File: src/rtl/ratemult_pkg.sv
package ratemult_pkg;

   typedef enum logic [0:0] {
      CARRY_RIPPLE  = 1'b0,
      CARRY_COMPARE = 1'b1
   } carry_style_e;

   localparam int unsigned RM_MIN_WIDTH = 2;
   localparam int unsigned RM_MAX_WIDTH = 30;

endpackage

File: src/rtl/rm_sample_counter.sv
module rm_sample_counter #(
   parameter int unsigned WIDTH = 9
) (
   input  logic             clk,
   input  logic             rst,
   input  logic             adv,
   output logic [WIDTH-1:0] cnt
);

   localparam logic [WIDTH-1:0] ONE = {{(WIDTH-1){1'b0}}, 1'b1};

   always_ff @(posedge clk) begin
      if (rst) begin
         cnt <= '0;
      end else if (adv) begin
         cnt <= cnt + ONE;
      end
   end

endmodule

File: src/rtl/rm_bit_reverse.sv
module rm_bit_reverse #(
   parameter int unsigned WIDTH = 9
) (
   input  logic [WIDTH-1:0] din,
   output logic [WIDTH-1:0] dout
);

   localparam int unsigned TOP = WIDTH - 1;

   generate
      for (genvar i = 0; i < WIDTH; i++) begin : g_swap
         assign dout[TOP-i] = din[i];
      end
   endgenerate

endmodule

File: src/rtl/rm_carry_unit.sv
module rm_carry_unit
   import ratemult_pkg::*;
#(
   parameter int unsigned  WIDTH = 9,
   parameter carry_style_e STYLE = CARRY_RIPPLE
) (
   input  logic [WIDTH-1:0] a,
   input  logic [WIDTH-1:0] b,
   output logic             carry
);

   generate
      if (STYLE == CARRY_RIPPLE) begin : g_ripple
         logic [WIDTH:0] chain;
         assign chain[0] = 1'b0;
         for (genvar i = 0; i < WIDTH; i++) begin : g_cell
            assign chain[i+1] = (a[i] & b[i]) | ((a[i] | b[i]) & chain[i]);
         end
         assign carry = chain[WIDTH];
      end else begin : g_compare
         // a + b overflows exactly when a exceeds the complement of b
         assign carry = (a > ~b);
      end
   endgenerate

endmodule

File: src/rtl/dither_rate_mult.sv
module dither_rate_mult
   import ratemult_pkg::*;
#(
   parameter int unsigned  WIDTH       = 9,
   parameter carry_style_e CARRY_STYLE = CARRY_RIPPLE
) (
   input  logic             clk,
   input  logic             rst,
   input  logic             sample_en,
   input  logic [WIDTH-1:0] level,
   output logic             bit_out
);

   generate
      if (WIDTH < RM_MIN_WIDTH || WIDTH > RM_MAX_WIDTH) begin : g_bad_width
         $error("dither_rate_mult: WIDTH out of supported range");
      end
   endgenerate

   logic [WIDTH-1:0] cnt_q;
   logic [WIDTH-1:0] dither;
   logic             carry_nxt;

   rm_sample_counter #(.WIDTH(WIDTH)) u_cnt (
      .clk (clk),
      .rst (rst),
      .adv (sample_en),
      .cnt (cnt_q)
   );

   rm_bit_reverse #(.WIDTH(WIDTH)) u_rev (
      .din  (cnt_q),
      .dout (dither)
   );

   rm_carry_unit #(.WIDTH(WIDTH), .STYLE(CARRY_STYLE)) u_carry (
      .a     (level),
      .b     (dither),
      .carry (carry_nxt)
   );

   always_ff @(posedge clk) begin
      if (rst) begin
         bit_out <= 1'b0;
      end else if (sample_en) begin
         bit_out <= carry_nxt;
      end
   end

endmodule

File: config.mk
export PLATFORM = sky130hd
export DESIGN_NAME = dither_rate_mult
export DESIGN_NICKNAME = d
export VERILOG_FILES = /design/src/rtl/ratemult_pkg.sv /design/src/rtl/rm_sample_counter.sv /design/src/rtl/rm_bit_reverse.sv /design/src/rtl/rm_carry_unit.sv /design/src/rtl/dither_rate_mult.sv
export SDC_FILE = /design/constraint.sdc
export NUM_CORES = 1
export LEC_CHECK = 0
export BUFFER_PORTS_ARGS = -buffer_cell sky130_fd_sc_hd__buf_4
export CAP_MARGIN = 20
export CORE_AREA = 2 2 39 41
export CTS_CLUSTER_SIZE = 14
export DETAILED_ROUTE_END_ITERATION = 10
export DIE_AREA = 0 0 41 43
export HOLD_SLACK_MARGIN = 0.05
export SYNTH_ARGS = -nofsm -noshare
export SYNTH_HDL_FRONTEND = slang
export SYNTH_SLANG_ARGS = --single-unit
export TNS_END_PERCENT = 30
File: constraint.sdc
create_clock -name clk -period 1.25 [get_ports clk]
set_input_delay 0.0625 -clock clk [delete_from_list [all_inputs] [get_ports clk]]
set_output_delay 0.0625 -clock clk [all_outputs]
set_load 0.02 [all_outputs]
======== After elaboration in Yosys (flattened, before gate mapping) ========
Cells that the tools add are included.
cells by class
  add/sub/neg operators ................... 1
  bitwise operators ....................... 33
operators with widths
  operator               number
  $and A1 B1 Y1          17
  $or A1 B1 Y1           16
  $add A9 B1 Y9 const B  1
storage, ports and cells
  register bits after elaboration ......... 10
  output and inout port bits .............. 1
  logic and storage cells ................. 36

======== Logic depth before layout (Yosys ltp) ========
Gate-level depths: netlist of the first run.
  depth after elaboration ................. 17
  mapped depth ............................ 5
  mapped depth without buffers ............ 5

======== Modules after synthesis ========
From an unflattened synthesis of the first run, not the netlist that was laid out.
unflattened totals
  cells, all modules ...................... 67
  area total of the unflattened synthesis .. 579.3 sq um
by module, submodules not included
  module             times used  cells each  area an instance (sq um)
  rm_sample_counter  1           42          387.9
  rm_carry_unit      1           13          90.1
  rm_bit_reverse     1           9           67.6
  dither_rate_mult   1           3           33.8

======== Worst setup path before layout of the first run ========
OpenSTA, ideal clock, no wires.
  kind .................................... reg-to-reg
  start point ............................. register u_cnt.cnt[1]
  end point ............................... register bit_out
  library setup time ...................... 0.070 ns
  data arrival time ....................... 1.097 ns
  data required time ...................... 1.180 ns
  slack ................................... 0.083 ns
  cell stages (with the launch flop) ...... 5
  path buffers ............................ 0
  period minus slack after synthesis ...... 1.167 ns
  cells stage by stage .................... dfxtp_1 nor2_1 or4_1 a21oi_1 o2bb2ai_1
between the ends
  word-level cells in the longest chain between the ends .. 5
  elaborated cells between the ends (all ways) .. 6
  those cells by class .................... bitwise (6)
RTL lines
  element                   RTL line                 text
  start: declaration        rm_sample_counter.sv:7   output logic [WIDTH-1:0] cnt
  start signal: assignment  rm_sample_counter.sv:16  cnt <= cnt + ONE;
  $or A1 B1 Y1              rm_carry_unit.sv:17      assign chain[i+1] = (a[i] & b[i]) | ((a[i] | b[i]) & chain[i]);
  $and A1 B1 Y1             rm_carry_unit.sv:17
  $or A1 B1 Y1 *            rm_carry_unit.sv:17
  $and A1 B1 Y1 *           rm_carry_unit.sv:17
  $or A1 B1 Y1 *            rm_carry_unit.sv:17
  end signal: assignment    dither_rate_mult.sv:46   bit_out <= carry_nxt;
  end: declaration          dither_rate_mult.sv:11   output logic bit_out
Every way passes the cells marked *; elsewhere a longest branch is shown, timed or not.
A chain may end at the register's enable or synchronous reset.

======== Final worst setup path of the first run ========
Same ends and word-level chain as after synthesis.

==> results of run 1 <==
[sequential cells by signal, indices dropped and copies added (netlist names)]
| name | cells |
|---|---|
| bit_out | 1 |
| u_cnt.cnt | 9 |
[worst max-delay path: stages, from the launching register on]
cell,delay [ps]
dfxtp_4,380
nor2_1,50
or4_1,460
a21oi_1,130
o2bb2ai_1,110
[kinds of logic (layout without fill, tap and decap cells)]
group / Yosys count / after routing / share of synthesized area [%]
multiplexers: 1 / 1 / 2.00
XOR/XNOR: 6 / 6 / 10.5
adder cells (fa/ha/maj): 1 / 1 / 2.50
AO/OA/AOI/OAI: 18 / 18 / 22.5
buffers and inverters: 2 / 27 / 1.75
AND/OR/NAND/NOR: 22 / 22 / 20.8
flip-flops: 10 / 10 / 40.0
[repair_timing]
item | in CTS | in global routing
endpoints found under the hold margin | 9 | 4
pin swaps | 1 | 1
gates resized for setup | 1 | 7
setup buffers | 2 | 1
setup endpoints to repair | 3 | 6
[placed cells by master (no fill, tap or decap), drive strengths merged, types with 2 or more instances in the layout]
cell type,synthesis,routed
o22ai,2,2
dfxtp,10,10
xor2,5,5
nand2,5,5
and3,2,2
a22oi,2,2
clkbuf,0,4
o21ai,4,4
nand4,2,2
or3,2,2
buf,1,20
nor2,9,9
a21oi,5,5
dlygate4sd3,0,2
[report_power, final]
group	switching [W]	internal (W)	total, W
clock	0.000130	0.000177	0.000307
combinational	0.0000388	0.0000558	0.0000946
sequential	0.0000125	0.000327	0.000340
[Yosys cell counts, drive strengths merged]
master   number  share of area, %
buf           1               1.0
o2bb2ai       1               1.8
a21oi         5               5.0
or3           2               2.5
a222oi        1               2.0
inv           1              0.75
xor2          5               8.7
a31oi         1               1.3
mux2i         1               2.0
dfxtp        10                40
a22oi         2               3.0
xnor2         1               1.8
or4           1               1.5
nand2         5               3.8
and3          2               2.8
nor3          1               1.0
o21ai         4               4.0
nand4         2               2.5
ha            1               2.5
o21a          1               1.5
nor2          9               6.7
o31ai         1               1.5
o22ai         2               2.5
[stage by stage]
| step | power, W | instance area, um^2 | util [%] |
|---|---|---|---|
| 2_1_floorplan | 0.000377 | 500 | - |
| 3_3_place_gp | 0.000423 | 643 | 46.5 |
| 3_5_place_dp | 0.000425 | 643 | 46.5 |
| 4_1_cts | 0.000726 | 696 | 50.3 |
| 5_1_grt | 0.000770 | 747 | 54.0 |
| 6_report | 0.000742 | 747 | 54.0 |
[layer usage]
metal | up-vias | part of all wire (%) | GRT usage [%]
met5 | - | 0 | 0
met4 | 0 | 3.0 | 12.0
met3 | 5 | 3.0 | 3.14
met2 | 14 | 48 | 24.4
met1 | 233 | 46 | 20.1
li1 | 274 | - | -
[how the worst min path moves through the flow]
stage | slack, ps | start | to | cells after the start
floorplan | 210 | sample_en | u_cnt.cnt[0] | 2
global placement | 330 | rst | u_cnt.cnt[7] | 2
detailed placement | 330 | rst | u_cnt.cnt[5] | 2
CTS | 40 | rst | u_cnt.cnt[7] | 2
global route | 120 | sample_en | u_cnt.cnt[1] | 3
finish | 90 | sample_en | u_cnt.cnt[0] | 3
[area by class of cell]
cell class	count	area share, %
clock buffers	4	4.86
well taps	16	2.68
flip-flops and latches	10	28.0
repair buffers	22	22.8
inverters	1	0.503
multi-input cells	48	41.2
==> out/qor.txt, run 1 <==
Status -> finished clean
Initial Utilization -> 36.2%
P&R area growth vs syn -> 49.2%
CP endpoint kind -> register
R2R cell count -> 4
Max-slew headroom -> 83.4%
Worst Path Arrival -> 1400 ps
Clk_skew -> 1.02 ps
Final Setup Violations -> 0
Clock buffer depth -> 2
Largest net degree at the start of global routing -> 12
Core area -> 1380 um^2
Die ar. -> 1760 um^2
Drt first pass iters -> 4
Avg WL per Cell -> 12.7 um
Final setup slack of the worst path -> 62.1 ps
Hold Violations, Final -> 0
Root Driver -> clkbuf_4
Layout filler cell count -> 123
#FFs+latches synth -> 10
Final slew viol count -> 0
Fmax -> 842 MHz
Vias in the first global route -> 503
Type of origin of the critical path -> register
IO buf count -> 12
Non-Filler Instances -> 101
Initial antenna violation count -> 0
Area occupied by multi-input gates -> 308 um^2
Synth cell types -> 24
DR vias -> 526
Hold slack -> 93.7 ps
Pre-CTS WS -> -23.6 ps
Tot GR Track Use -> 16.5%
Antenna Cells -> 0
Routed Antenna Nets -> 0
Final period util -> 95.0%
Worst R2R Setup Slack -> 60 ps
Reg clk slew, reported paths -> 70 ps
First-pass GRT wire length -> 1980 um
Yosys Warn Count -> 0
Share of cells above drive strength 1 -> 35.3%
Worst hold path type -> in2reg
Worst vdd ir -> 0.662 mV
H-tree levels -> 1
Chip height -> 43 um
R2R Path End -> bit_out
Die W -> 41 um
Setup crit end -> bit_out
Fin crit period -> 1190 ps
Post-synthesis sequential area ratio -> 40.0%
CTS buffer count -> 3
Vias per inst -> 5.21
Critical path fanouts, max -> 5
Worst setup path startpoint -> u_cnt.cnt[1]
Starting DRC count in detailed routing -> 8
Clock Latency Late Sink -> 280 ps
Dpl cells -> 92
Row count -> 14
Max cap viols -> 0
WP data required -> 1460 ps
Critical R2R Launch -> u_cnt.cnt[1]
FF+latch area -> 209 um^2
WS Path Type -> reg2reg
PD cells -> 993 nW/um^2
GPL Wtd Cong -> 0.725
Gr ovfl total -> 0
Synth Area per Inst -> 8.34 um^2
Final WL -> 1280 um
CTS tree -> built
DP Wirelength -> 839 um
Post-Syn Instances -> 60
Post-Syn Area -> 500 um^2
Fin Setup TNS -> 0 ps
CTS Sinks -> 10
# IOs -> 13
Worst Max-Slew Pin Slew -> 249 ps
Syn_nets -> 73
DRC violations left -> 0
NumNets Final -> 99
Leakage power -> 0.298 nW
No activity file was read; power rests on OpenSTA's default activity.
==> run 2: changes to the inputs <==
--- a/config.mk
+++ b/config.mk
@@ -5,6 +5,7 @@
 export SDC_FILE = /design/constraint.sdc
 export NUM_CORES = 1
 export LEC_CHECK = 0
+export ABC_AREA = 1
 export BUFFER_PORTS_ARGS = -buffer_cell sky130_fd_sc_hd__buf_4
 export CAP_MARGIN = 20
 export CORE_AREA = 2 2 39 41
@@ -12,6 +13,7 @@
 export DETAILED_ROUTE_END_ITERATION = 10
 export DIE_AREA = 0 0 41 43
 export HOLD_SLACK_MARGIN = 0.05
+export PLACE_DENSITY = 0.66
 export SYNTH_ARGS = -nofsm -noshare
 export SYNTH_HDL_FRONTEND = slang
 export SYNTH_SLANG_ARGS = --single-unit
==> run 2 against run 1 <==
Against the previous run:
- the flow now finishes with violations (negative setup slack)
- via count up 17%
- critical path type unchanged
- total power down 1.0%
- sequential power down 2%
- maximum frequency down 5.3%
- wire length up 5.3%
- worst setup slack worse by 66 ps
- critical endpoint is now u_cnt.cnt[8]
- clock skew about the same
- largest cell class unchanged
- design area up 11%
- area after synthesis up 9.5%
==> out/qor.txt, run 2 <==
IO buf count -> 12
Final Setup Violations -> 1
Antenna Cells -> 0
H-tree levels -> 1
Commonest non-fill, non-tap cells in the layout -> 24 x nand2_1, 17 x buf_4, 14 x inv_1
Worst Path Arrival -> 1410 ps
Area fraction of the dominant cell type after synthesis -> 36.5%
Cell breakdown of the critical path -> buf_6, ha_4, nand3_4, nor3_4, nand4_1, xor2_1, nor2_1
RSZ-0062 raised after global routing -> yes
PD cells -> 884 nW/um^2
Synth top area cells -> dfxtp_1 37%, nand2_1 18%, inv_1 11%, a21oi_1 7.3%, nor2_1 6.2%
Chip height -> 43 um
Layout filler cell count -> 137
Post-synth top area cell -> dfxtp_1
Post-synth top flop -> dfxtp_1
Fin crit period -> 1250 ps
Top cells by count, synth -> 26 x nand2_1, 16 x inv_1, 10 x dfxtp_1, 9 x nor2_1, 8 x a21oi_1
Fmax -> 797 MHz
Reg clk slew, reported paths -> 70 ps
Initial Utilization -> 39.6%
Row count -> 14
Type of origin of the critical path -> register
Root Driver -> clkbuf_4
Largest net degree at the start of global routing -> 7
Share of flip-flops with an asynchronous set or reset -> 0%
Internal power -> 0.000561 W
Clock Latency Late Sink -> 260 ps
Starting DRC count in detailed routing -> 7
First-pass GRT wire length -> 2120 um
Critical path fanouts, max -> 3
Max reg flops -> 9
Gr ovfl total -> 0
Drt first pass iters -> 4
Post-synthesis sequential area ratio -> 36.5%
Max-slew headroom -> 85.3%
Clk pwr share -> 39.6%
Vias per inst -> 4.85
Die W -> 41 um
Routed Antenna Nets -> 0
Number of synthesized flops with an enable pin -> 0
DRC violations left -> 0
Avg WL per Cell -> 10.6 um
Final period util -> 100%
Final setup slack of the worst path -> -4.19 ps
Hold Violations, Final -> 0
CP endpoint kind -> register
Failing checks -> negative setup slack
Utilization after layout -> 60.0%
CP max stage cell -> dfxtp_2
Final WL -> 1350 um
Worst vdd ir -> 0.478 mV
Post-Syn Instances -> 87
Most frequent cell after synthesis -> nand2_1
CTS buffer count -> 3
Logic gate share of total power -> 15.1%
Clock buffer depth -> 2
Initial antenna violation count -> 0
Yosys Warn Count -> 0
Max cap viols -> 0
DR vias -> 616
#FFs+latches synth -> 10
Worst Max-Slew Pin Slew -> 220 ps
Tot GR Track Use -> 17.4%
Worst setup path startpoint -> u_cnt.cnt[0]
Syn_nets -> 100
Die ar. -> 1760 um^2
Sw Share -> 23.6%
Leakage power -> 0.395 nW
Share of cells above drive strength 1 -> 36.0%
Synth Area per Inst -> 6.30 um^2
Register share of total power -> 45.3%
HP Start -> sample_en
Design Power -> 0.000734 W
GPL Wtd Cong -> 0.688
Synth cell types -> 17
WP data required -> 1410 ps
Area after DPL -> 681 um^2
CTS Sinks -> 10
Largest registers -> u_cnt.cnt x9, bit_out x1
Worst hold path type -> in2reg
CTS tree -> built
Clk_skew -> 0.901 ps
NetSw -> 0.000173 W
Final slew viol count -> 0
Most common cell after layout, fill and taps aside -> nand2_1
WS Path Type -> reg2reg
Status -> complete, but fails checks
Core area -> 1380 um^2
Vias in the first global route -> 548
DP Wirelength -> 922 um
Max stage delay on crit path -> 340 ps
Post-route cell area -> 831 um^2
Post-Syn Area -> 548 um^2
Critical R2R Launch -> u_cnt.cnt[0]
Top reg by flops -> u_cnt.cnt
P&R area growth vs syn -> 51.6%
NumNets Final -> 125
# IOs -> 13
## run 2: cell types whose count changed after synthesis, sizes merged, moves of 2 or more
cell / change
or3: -2
nand2: +21
a21oi: +4
nor3: +2
and3: -2
inv: +15
xor2: -4
a22oi: -2
nand3: +3
## run 2: path summary, 6_finish.rpt
path / to / cells past startpoint / slack, ps
hold / removal: u_cnt.cnt[1] / 3 / 160
setup / recovery: u_cnt.cnt[8] / 7 / -4
hold reg to reg: u_cnt.cnt[7] / 2 / 480
setup reg to reg: u_cnt.cnt[8] / 7 / -4
## run 2: kinds of logic (layout without fill, tap and decap cells)
| logic type | count (synthesis) | in the layout | synth area share [%] |
|---|---|---|---|
| buf+inv | 16 | 40 | 11.0 |
| flops | 10 | 10 | 36.5 |
| simple gates | 44 | 44 | 34.0 |
| xor+xnor | 1 | 1 | 1.60 |
| compound gates | 15 | 15 | 14.6 |
| fa+ha+maj | 1 | 1 | 2.28 |
## run 2: area by class of cell
cell class / instances / area (um^2) / share of cell area, %
timing repair buffer: 20 / 159 / 19.1
sequential: 10 / 210 / 25.3
clock buffer: 4 / 36.3 / 4.37
multi-input combinational: 61 / 345 / 41.6
tap: 16 / 20.0 / 2.41
inverter: 16 / 60.1 / 7.23
## run 2: metal layers
| metal | vias up | global-route usage, % | routed length, um |
|---|---|---|---|
| met2 | 10 | 28.1 | 716 |
| met1 | 284 | 21.2 | 590 |
| met3 | 0 | 3.14 | 40 |
| met5 | - | 0 | 0 |
| li1 | 322 | - | - |
| met4 | 0 | 8.00 | 0 |
## run 2: timing repair
action,in CTS,in global routing
setup endpoints to repair,2,5
hold buffers,2,0
gates cloned,0,0
endpoints found under the hold margin,6,0
resized for setup,8,15
buffers inserted,1,2
pin swaps,5,11
## run 2: worst max-delay path, delay by kind of cell (launching register included)
family / cells / cell delay [ps]
flip-flops: 1 / 340
adder cells (fa/ha/maj): 1 / 150
AND/OR/NAND/NOR: 4 / 410
buffers and inverters: 1 / 100
XOR/XNOR: 1 / 160
## run 2: through the flow
stage	setup WS, ps	hold slack (ps)	cells	TNS, ps
after detailed placement	-44.9	281	118	-57.9
after floorplan	39.8	125	87	0
after CTS	-28.2	137	125	-40.1
after global placement	26.1	277	118	0
final	-4.19	165	127	-4.19
after global routing	-103	189	127	-237
## run 2: power by group through the flow
stage | logic [W] | registers, W | clock network, W
2_1_floorplan | 0.0000337 | 0.000341 | 0
3_3_place_gp | 0.0000799 | 0.000338 | 0
3_5_place_dp | 0.0000823 | 0.000339 | 0
4_1_cts | 0.0000981 | 0.000336 | 0.000301
5_1_grt | 0.000122 | 0.000333 | 0.000318
6_report | 0.000111 | 0.000333 | 0.000291
==> run 3: changes to the inputs <==
--- a/config.mk
+++ b/config.mk
@@ -8,12 +8,12 @@
 export ABC_AREA = 1
 export BUFFER_PORTS_ARGS = -buffer_cell sky130_fd_sc_hd__buf_4
 export CAP_MARGIN = 20
-export CORE_AREA = 2 2 39 41
+export CORE_MARGIN = 2
+export CORE_UTILIZATION = 40
 export CTS_CLUSTER_SIZE = 14
 export DETAILED_ROUTE_END_ITERATION = 10
-export DIE_AREA = 0 0 41 43
 export HOLD_SLACK_MARGIN = 0.05
-export PLACE_DENSITY = 0.66
+export SLEW_MARGIN = 10
 export SYNTH_ARGS = -nofsm -noshare
 export SYNTH_HDL_FRONTEND = slang
 export SYNTH_SLANG_ARGS = --single-unit
==> run 3 against run 2 <==
Against the previous run:
- the flow still finishes with violations (negative setup slack)
- clock-buffer cell count unchanged
- sequential share of layout area increased by 0.55 points
- via count decreased by 5.7%
- largest power group unchanged
- design area decreased by 2.7%
- global-route usage decreased by 0.32 points
- core utilization increased by 2.9 points
- worst setup slack improved by 3.6 ps
- highest routed layer is now met4
- hold slack got worse by 23 ps
- maximum frequency increased by 0.29%
- largest cell class unchanged
==> out/qor.txt, run 3 (synthesized netlist as in run 2, its figures left out) <==
HP Start -> sample_en
Final WL -> 1200 um
Max-slew headroom -> 88.3%
CTS tree -> built
Area after DPL -> 694 um^2
Post-route cell area -> 808 um^2
CP endpoint kind -> register
CTS Sinks -> 10
Die ar. -> 1680 um^2
GPL Wtd Cong -> 0.730
Initial Utilization -> 42.6%
Leakage power -> 0.395 nW
Hold Violations, Final -> 0
R2R cell count -> 6
Root Driver -> clkbuf_4
Final slew viol count -> 0
Layout filler cell count -> 123
Failing checks -> negative setup slack
H-tree levels -> 1
Critical R2R Launch -> u_cnt.cnt[1]
Share of cells above drive strength 1 -> 31.3%
Critical path fanouts, max -> 3
Type of origin of the critical path -> register
Antenna Cells -> 0
Worst hold path type -> in2reg
Clock buffer depth -> 2
Clock Latency Late Sink -> 270 ps
Core area -> 1280 um^2
Utilization after layout -> 62.9%
WS Path Type -> reg2reg
FF+latch area -> 209 um^2
Max cap viols -> 0
Fin crit period -> 1250 ps
Hold Path End -> u_cnt.cnt[1]
Chip height -> 41.0 um
Met2 wire len -> 501 um
Tot GR Track Use -> 17.1%
Routed Antenna Nets -> 0
Most common cell after layout, fill and taps aside -> nand2_1
Fin Setup TNS -> -0.608 ps
Worst R2R Setup Slack -> -0.6 ps
Largest net degree at the start of global routing -> 7
Largest registers -> u_cnt.cnt x9, bit_out x1
Vias in the first global route -> 444
Hold Path Depth -> 3
DR vias -> 581
Commonest non-fill, non-tap cells in the layout -> 26 x nand2_1, 19 x buf_4, 15 x inv_1
Initial antenna violation count -> 0
Row count -> 13
WP data required -> 1420 ps
Status -> complete, but fails checks
Worst Max-Slew Pin Slew -> 175 ps
Avg WL per Cell -> 9.41 um
# IOs -> 13
Top reg by flops -> u_cnt.cnt
Met1 wire length -> 627 um
Clk_skew -> 0.203 ps
Area occupied by multi-input gates -> 322 um^2
Gr ovfl total -> 0
First-pass GRT wire length -> 1840 um
P&R area growth vs syn -> 47.5%
PD cells -> 905 nW/um^2
Max reg flops -> 9
DRC violations left -> 0
Final period util -> 100%
RSZ-0062 raised after global routing -> yes
Fmax -> 800 MHz
Highest metal used -> met4
DP Wirelength -> 876 um
Final Setup Violations -> 1
Final setup slack of the worst path -> -0.608 ps
Reg clk slew, reported paths -> 70 ps
R2R Path End -> u_cnt.cnt[8]
Die W -> 41.0 um
CTS buffer count -> 3
Worst Path Arrival -> 1420 ps
NumNets Final -> 126
Drt first pass iters -> 4
Vias per inst -> 4.57
IO buf count -> 12
Worst vdd ir -> 0.702 mV
Routed wl met3 -> 56 um
Starting DRC count in detailed routing -> 10
[run 3: changes by cell type in the layout (fill, tap and decap cells not counted), sizes merged]
| cell | delta |
|---|---|
| buf | +1 |
[run 3: metal layers]
| metal | vias up | GRT usage [%] |
|---|---|---|
| met5 | - | 0 |
| met4 | 0 | 10.0 |
| met3 | 2 | 3.26 |
| met2 | 9 | 23.0 |
| met1 | 247 | 24.7 |
| li1 | 323 | - |
[run 3: timing repair]
action                                  CTS  global route
setup buffers                             0             2
endpoints found under the setup margin    2             5
resized for setup                         2            12
hold endpoints to repair                  6             0
hold buffers                              2             0
pin swaps                                 0             5
[run 3: metrics by stage]
| step | hold WS [ps] | total power (W) | cells | setup WS, ps |
|---|---|---|---|---|
| after floorplan | 125 | 0.000375 | 87 | 39.8 |
| after global placement | 284 | 0.000421 | 119 | 41.7 |
| after detailed placement | 279 | 0.000421 | 119 | 1.28 |
| after CTS | 111 | 0.000723 | 125 | 10.7 |
| after global routing | 146 | 0.000760 | 127 | -118 |
| final | 142 | 0.000732 | 127 | -0.608 |
[run 3: critical path, cell delays in order (launching register included)]
cell     delay (ps)
dfxtp_2         370
ha_4            150
nand3_4          70
nor3_4          220
nand4_1         130
xor2_1          170
nor2_1           50
[run 3: final cells by class]
cell class / count / share of cell area, %
Clock buffer: 4 / 4.49
Inverter: 16 / 7.43
Sequential cell: 10 / 25.9
Timing Repair Buffer: 21 / 20.1
Multi-Input combinational cell: 61 / 39.8
Tap cell: 15 / 2.32
[run 3: power by group]
part / internal (W) / switching (W)
registers: 0.000326 / 0.00000824
clock network: 0.000177 / 0.000124
logic: 0.0000529 / 0.0000430
[run 3: how the worst max path moves through the flow]
stage,startpoint,end,slack (ps),cells after the start
floorplan,u_cnt.cnt[0],u_cnt.cnt[8],40,6
global placement,u_cnt.cnt[1],u_cnt.cnt[6],40,6
detailed placement,u_cnt.cnt[1],u_cnt.cnt[8],1,6
CTS,u_cnt.cnt[1],u_cnt.cnt[8],10,6
global route,u_cnt.cnt[2],u_cnt.cnt[7],-120,7
finish,u_cnt.cnt[1],u_cnt.cnt[8],-0.6,6
